==> src/rtl/pwr_pkg.sv <==
package pwr_pkg;
    localparam int NUM_SEC  = 6;
    localparam int NUM_STAT = 4;
    localparam logic [6:0] REG_IDX = 7'h26;
    localparam int PD_LSB   = 8;

    typedef enum int {
        SEC_ADC  = 0,
        SEC_DAC  = 1,
        SEC_MIX  = 2,
        SEC_REF  = 3,
        SEC_LINK = 4,
        SEC_OSC  = 5
    } sec_e;

    typedef struct packed {
        logic [NUM_SEC-1:0] pd;
    } bits_state_t;
endpackage

==> src/rtl/pwr_sync_edge.sv <==
module pwr_sync_edge (
    input  logic clk,
    input  logic rst_n,
    input  logic sync_i,
    output logic rise_o
);
    logic sync_d, sync_q;

    always_comb begin
        sync_d = sync_i;
        rise_o = sync_i & ~sync_q;
    end

    always_ff @(posedge clk or negedge rst_n) begin
        if (!rst_n) sync_q <= 1'b0;
        else        sync_q <= sync_d;
    end
endmodule

==> src/rtl/pwr_settle.sv <==
module pwr_settle #(
    parameter int SETTLE = 8
) (
    input  logic clk,
    input  logic rst_n,
    input  logic off_i,
    output logic rdy_o
);
    localparam int CNT_W = $clog2(SETTLE + 1);
    localparam logic [CNT_W-1:0] LIMIT = CNT_W'(SETTLE);

    logic [CNT_W-1:0] cnt_d, cnt_q;

    always_comb begin
        if (off_i)              cnt_d = '0;
        else if (cnt_q == LIMIT) cnt_d = cnt_q;
        else                    cnt_d = cnt_q + 1'b1;
        rdy_o = !off_i && (cnt_q == LIMIT);
    end

    always_ff @(posedge clk or negedge rst_n) begin
        if (!rst_n) cnt_q <= '0;
        else        cnt_q <= cnt_d;
    end

    // a flag may only rise after a cycle with the section on
    p_rise_after_on_r4: assert property (@(posedge clk) disable iff (!rst_n)
        $rose(rdy_o) |-> $past(!off_i));
endmodule

==> src/rtl/pwr_bits.sv <==
module pwr_bits
    import pwr_pkg::*;
(
    input  logic               clk,
    input  logic               rst_n,
    input  logic               pin_off_n,
    input  logic               wake_i,
    input  logic               wr_i,
    input  logic [NUM_SEC-1:0] wr_pd_i,
    output logic [NUM_SEC-1:0] pd_eff_o
);
    bits_state_t st_d, st_q;

    always_comb begin
        st_d = st_q;
        if (!pin_off_n) begin
            st_d.pd = '0;
        end else if (st_q.pd[SEC_LINK]) begin
            if (wake_i) begin
                st_d.pd[SEC_LINK] = 1'b0;
                st_d.pd[SEC_OSC]  = 1'b0;
            end
        end else if (wr_i) begin
            st_d.pd = wr_pd_i;
        end
        pd_eff_o = pin_off_n ? st_q.pd : '1;
    end

    always_ff @(posedge clk or negedge rst_n) begin
        if (!rst_n) st_q <= '0;
        else        st_q <= st_d;
    end

    // warm reset clears link and oscillator, keeps the rest
    p_warm_keep_r7: assert property (@(posedge clk) disable iff (!rst_n)
        (pin_off_n && st_q.pd[SEC_LINK] && wake_i) |=>
        (!st_q.pd[SEC_LINK] && !st_q.pd[SEC_OSC] &&
         st_q.pd[3:0] == $past(st_q.pd[3:0])));

    // link off and no wake means nothing changes
    p_lock_r6: assert property (@(posedge clk) disable iff (!rst_n)
        (pin_off_n && st_q.pd[SEC_LINK] && !wake_i) |=> $stable(st_q.pd));

    // pin low leaves the stored bits clear for release
    p_pin_clear_r10: assert property (@(posedge clk) disable iff (!rst_n)
        !pin_off_n |=> st_q.pd == '0);
endmodule

==> src/rtl/pwr_ctl_reg.sv <==
module pwr_ctl_reg
    import pwr_pkg::*;
#(
    parameter int SETTLE_ADC = 8,
    parameter int SETTLE_DAC = 6,
    parameter int SETTLE_ANL = 12,
    parameter int SETTLE_REF = 10
) (
    input  logic        clk,
    input  logic        rst_n,
    input  logic        pin_off_n,
    input  logic        sync_i,
    input  logic        bus_wr_i,
    input  logic [6:0]  bus_addr_i,
    input  logic [15:0] bus_wdata_i,
    output logic [15:0] bus_rdata_o,
    output logic [5:0]  sec_en_o
);
    logic                wake;
    logic                hit;
    logic [NUM_SEC-1:0]  pd_eff;
    logic [NUM_STAT-1:0] off_vec;
    logic [NUM_STAT-1:0] rdy_vec;
    logic                unused_wdata;

    assign hit          = (bus_addr_i == REG_IDX);
    assign unused_wdata = ^{bus_wdata_i[15:14], bus_wdata_i[7:0]};

    pwr_sync_edge u_sync (
        .clk    (clk),
        .rst_n  (rst_n),
        .sync_i (sync_i),
        .rise_o (wake)
    );

    pwr_bits u_bits (
        .clk       (clk),
        .rst_n     (rst_n),
        .pin_off_n (pin_off_n),
        .wake_i    (wake),
        .wr_i      (bus_wr_i && hit),
        .wr_pd_i   (bus_wdata_i[PD_LSB +: NUM_SEC]),
        .pd_eff_o  (pd_eff)
    );

    always_comb begin
        off_vec[0] = pd_eff[SEC_ADC];
        off_vec[1] = pd_eff[SEC_DAC];
        off_vec[2] = pd_eff[SEC_MIX] | pd_eff[SEC_REF];
        off_vec[3] = pd_eff[SEC_REF];
    end

    for (genvar i = 0; i < NUM_STAT; i++) begin : g_settle
        localparam int S = (i == 0) ? SETTLE_ADC :
                           (i == 1) ? SETTLE_DAC :
                           (i == 2) ? SETTLE_ANL : SETTLE_REF;
        pwr_settle #(.SETTLE(S)) u_settle (
            .clk   (clk),
            .rst_n (rst_n),
            .off_i (off_vec[i]),
            .rdy_o (rdy_vec[i])
        );
    end

    always_comb begin
        sec_en_o    = ~pd_eff;
        bus_rdata_o = '0;
        if (hit) begin
            bus_rdata_o[PD_LSB +: NUM_SEC] = pd_eff;
            bus_rdata_o[NUM_STAT-1:0]      = rdy_vec;
        end
    end

    // pin low powers every section off and hides every ready flag
    p_pin_off_r9: assert property (@(posedge clk) disable iff (!rst_n)
        !pin_off_n |-> (sec_en_o == '0 && rdy_vec == '0));

    // a ready flag implies its section is enabled
    p_rdy_en_r4: assert property (@(posedge clk) disable iff (!rst_n)
        rdy_vec[0] |-> sec_en_o[SEC_ADC]);

    // setting a powerdown bit drops its flag in that cycle
    p_drop_r5: assert property (@(posedge clk) disable iff (!rst_n)
        $fell(sec_en_o[SEC_DAC]) |-> !rdy_vec[1]);
endmodule

==> config.mk <==
export PLATFORM = sky130hd
export DESIGN_NAME = pwr_ctl_reg
export DESIGN_NICKNAME = d
export VERILOG_FILES = /design/src/rtl/pwr_pkg.sv /design/src/rtl/pwr_sync_edge.sv /design/src/rtl/pwr_settle.sv /design/src/rtl/pwr_bits.sv /design/src/rtl/pwr_ctl_reg.sv
export SDC_FILE = /design/constraint.sdc
export NUM_CORES = 1
export LEC_CHECK = 0
export ABC_AREA = 1
export BUFFER_PORTS_ARGS = -buffer_cell sky130_fd_sc_hd__clkbuf_2
export CAP_MARGIN = 20
export CORE_ASPECT_RATIO = 1.4
export CORE_MARGIN = 4
export CORE_UTILIZATION = 48
export DETAILED_ROUTE_END_ITERATION = 12
export PLACE_DENSITY = 0.79
export SETUP_SLACK_MARGIN = 0.4
export SLEW_MARGIN = 20
export SYNTH_ARGS = -nofsm -noshare
export SYNTH_HDL_FRONTEND = slang
export SYNTH_SLANG_ARGS = --single-unit
==> constraint.sdc <==
create_clock -name clk -period 1.8 [get_ports clk]
set_clock_uncertainty 0.2 [all_clocks]
set_input_delay 0.18 -clock clk [delete_from_list [all_inputs] [get_ports clk]]
set_output_delay 0.18 -clock clk [all_outputs]
set_load 0.02 [all_outputs]
==> summary.md <==
| Metric | Value |
|---|---|
| Share of cells above drive strength 1 | 53.4% |
| CTS Buf Count | 3 |
| Synth Area in Adders | 7.87% |
| Nets | around 270 |
| Die span in x | between 50 and 60 um |
| Compound-cell area share of the yosys netlist | under 10% |
| CTS Buffer Depth | 2 |
| HP Class | primary input to flip-flop |
| Total power draw | between 1 and 1.5 mW |
| FP Rows | 21 |
| Power Density | between 400 and 500 nW/um2 |
| Yosys warns | 0 |
| Final Non-Filler Cells | between 200 and 300 |
| Count of final hold-check violations | 0 |
| Final Critical Period | ~1800 ps |
| Post-DRT Antenna Nets | 0 |
| Area fraction of the dominant cell type after synthesis | a little over two fifths |
| Final setup fails | 1 |
| Initial antenna violation count | 0 |
| Clock Power Share | 21.2% |
| DR vias/cell | approximately 5.4 |
| Clock transition at path regs | 130 ps |
| Reg2reg start | u_bits.st_q[2] |
| Grt ovf | 0 |
| FF-to-FF setup slack | approximately 260 ps |
| Final instance area | around 2200 um2 |
| Area leader, netlist | dfrtp_1 |
| RSZ-0062 raised after global routing | true |
| Pre-antenna DRT Iters | 4 |
| NetSw | between 0.3 and 0.4 mW |
| Placed cells | ~220 |
| WL final | 5.00 mm |
| Pre-CTS setup slack | roughly 150 ps |
| Final Util | between 90% and 100% |
| Initial Util | approximately half |
| Clock Tree Root | clkbuf_4 |
| Die ar. | approximately 3600 um2 |
| Met1 WL | about 1.6 mm |
| Worst-path maximum fanout | 2 |
| Sink Count | 22 |
| Final worst setup slack | -7.01 ps |
| Fillers | between 100 and 150 |
| Area delta synth->final | 75.1% |
| Crit Path Class | flip-flop to output port |
| Largest cells by area after synthesis | dfrtp_1 43%, nand2_1 8.3%, ha_1 7.9% |
| Gate Count Post-Synth | 152 |
| Placed cell area | 1500 um2 |
| Leak Pwr | ~1.1 nW |
| Syn_area_per_cell | between 8 and 9 um2 |
| Clk_lat worst skew | between 300 and 400 ps |
| Total number of vias | 1453 |
| Dominant combinational cell family by area after synthesis | simple AND/OR/NAND/NOR gates |
| Area of the multi-input gates | just under 800 um2 |
| Worst slew pin tran | between 500 and 600 ps |
| Final Hold Slack | between 15 and 20 ps |
| H-tree depth | 1 |
| Status | complete, but fails checks |
| Vias in the first global route | between 1000 and 1500 |
| Switching Share | 31.1% |
| Critical Path RT | ~1400 ps |
| Diode count | 0 |
| Worst Setup SP | g_settle[0].u_settle.cnt_q[1] |
| Top layer in use | met4 |
| Largest net degree at the start of global routing | 23 |
| Seq cells post-synth | 22 |
| Failing checks | negative setup slack |
| Chip height | roughly 69 um |
| # IOs | 50 |
| Cell variety after synth | 24 |
| First-pass GRT wire length | slightly above 6 mm |
| Flop pwr share | between 40% and 50% |
| VDD IR-drop max | roughly 0.56 mV |
| Met3 WL | 240 um |
| DPL Wire Length | ~2.1 mm |
| Storage cell area | about 550 um2 |
| Setup TNS | -7.01 ps |
| Port bufs | 33 |
| Netlist Area Pre-Place | roughly 1300 um2 |
| Max Cap Viol | 0 |
| Mux cell area share after synthesis | 0% |
| Residual DRC | 0 |
| Max-slew headroom | between 60% and 70% |
| Placer Congestion | ~0.85 |
| Synth Area in XOR/XNOR | under 10% |
| WL met2 | 2.80 mm |
| Data arrival time of the worst path | approximately 1400 ps |
| P_int | approximately 0.75 mW |
| Post-synthesis simple-gate area fraction | roughly 28% |
| Wire length per cell | ~19 um |
| GRT Resource Usage Total | approximately a quarter |
| DR iter-0 viols | 71 |
| Hold_sp | pin_off_n |
| Setup crit end kind | output port |
| Register area share after synthesis | between 40% and 50% |
| Combinational share of power | between 20% and 30% |
| Tcrit/Tclk final | 100% |
| Core ar. | 2470 um2 |
| Worst setup SP type | flip-flop |
| CTS tree | yes |
| Max Clk Rate | approximately 550 MHz |
| Final Max Slew Viols | 0 |
[cell type report]
type | instances | area share, %
Tap cell | 34 | 1.91
Multi-Input combinational cell | 106 | 35.0
Sequential cell | 22 | 24.8
Timing Repair Buffer | 83 | 33.2
Clock buffer | 3 | 1.01
Inverter | 22 | 4.15
[Yosys cell counts (all sizes together)]
library cell,instances
nor2,23
o211ai,1
dfrtp,22
xnor2,2
a21boi,1
a21oi,2
xor2,2
o21ai,11
nand2,29
nand3,16
conb,1
clkbuf,1
a31oi,1
nand4,3
or2,1
ha,8
buf,6
inv,22
[routing by layer]
layer  up-vias  global-route usage (%)
met5         -                       0
met4         0                    14.8
met3        35                    3.23
met2        77                    48.6
met1       701                    21.6
li1        640                       -
[state kept, by name, summed over array words and instances, names as in the netlist]
name	count
u_bits.st_q	6
u_sync.sync_q	1
g_settle.u_settle.cnt_q	15
[cell usage in the layout (no fill, tap or decap), types with 2 or more instances in the layout]
cell type,netlist,layout
nor2_2,1,7
nand4_1,3,3
nand2_2,0,3
buf_8,0,8
o21ai_2,2,4
inv_4,1,2
nand3_1,16,11
xnor2_1,2,2
ha_2,0,2
nor2_1,18,3
xor2_1,2,2
inv_2,0,5
buf_4,6,30
ha_1,8,3
clkbuf_4,0,3
inv_1,21,14
clkbuf_8,0,2
nand2_1,28,25
dfrtp_1,22,21
a21oi_1,2,2
conb_1,1,6
nor2_4,3,12
o21ai_0,9,5
buf_6,0,17
o21ai_1,0,2
dlygate4sd3_1,0,9
ha_4,0,3
nand3_2,0,4
clkbuf_2,0,17
[worst max-delay path: stages, from the launching register on]
cell and delay, ps:
dfrtp_1 410, inv_2 90, ha_4 140, nand4_1 160, nor2_2 140, clkbuf_8 160
[path summary, 6_finish.rpt]
kind,to,depth (start not counted)
max,bus_rdata_o[0],5
min,u_bits.st_q[2],3
max reg2reg,g_settle[2].u_settle.cnt_q[0],6
min reg2reg,u_bits.st_q[4],2
max in group asynchronous,u_bits.st_q[3],2
min in group asynchronous,g_settle[0].u_settle.cnt_q[0],2
[power groups by stage]
stage	clock (mW)	combinational [mW]	sequential (mW)
detailed placement	0	0.152	0.551
global placement	0	0.144	0.547
CTS	0.218	0.238	0.538
floorplan	0	0.108	0.544
finish	0.232	0.319	0.541
global route	0.254	0.344	0.544
[what timing repair did]
action | 4_1_cts | 5_1_grt
setup buffers | 25 | 14
hold buffers | 9 | 0
hold endpoints to repair | 29 | 0
pin swaps | 10 | 18
gates resized for setup | 40 | 68
setup endpoints to repair | 19 | 27
[cells by family after synthesis]
group	count (synthesis)
fa+ha+maj	8
buf+inv	29
flops	22
xor+xnor	4
simple gates	72
other cells	1
compound gates	16
No activity file was read; power rests on OpenSTA's default activity.
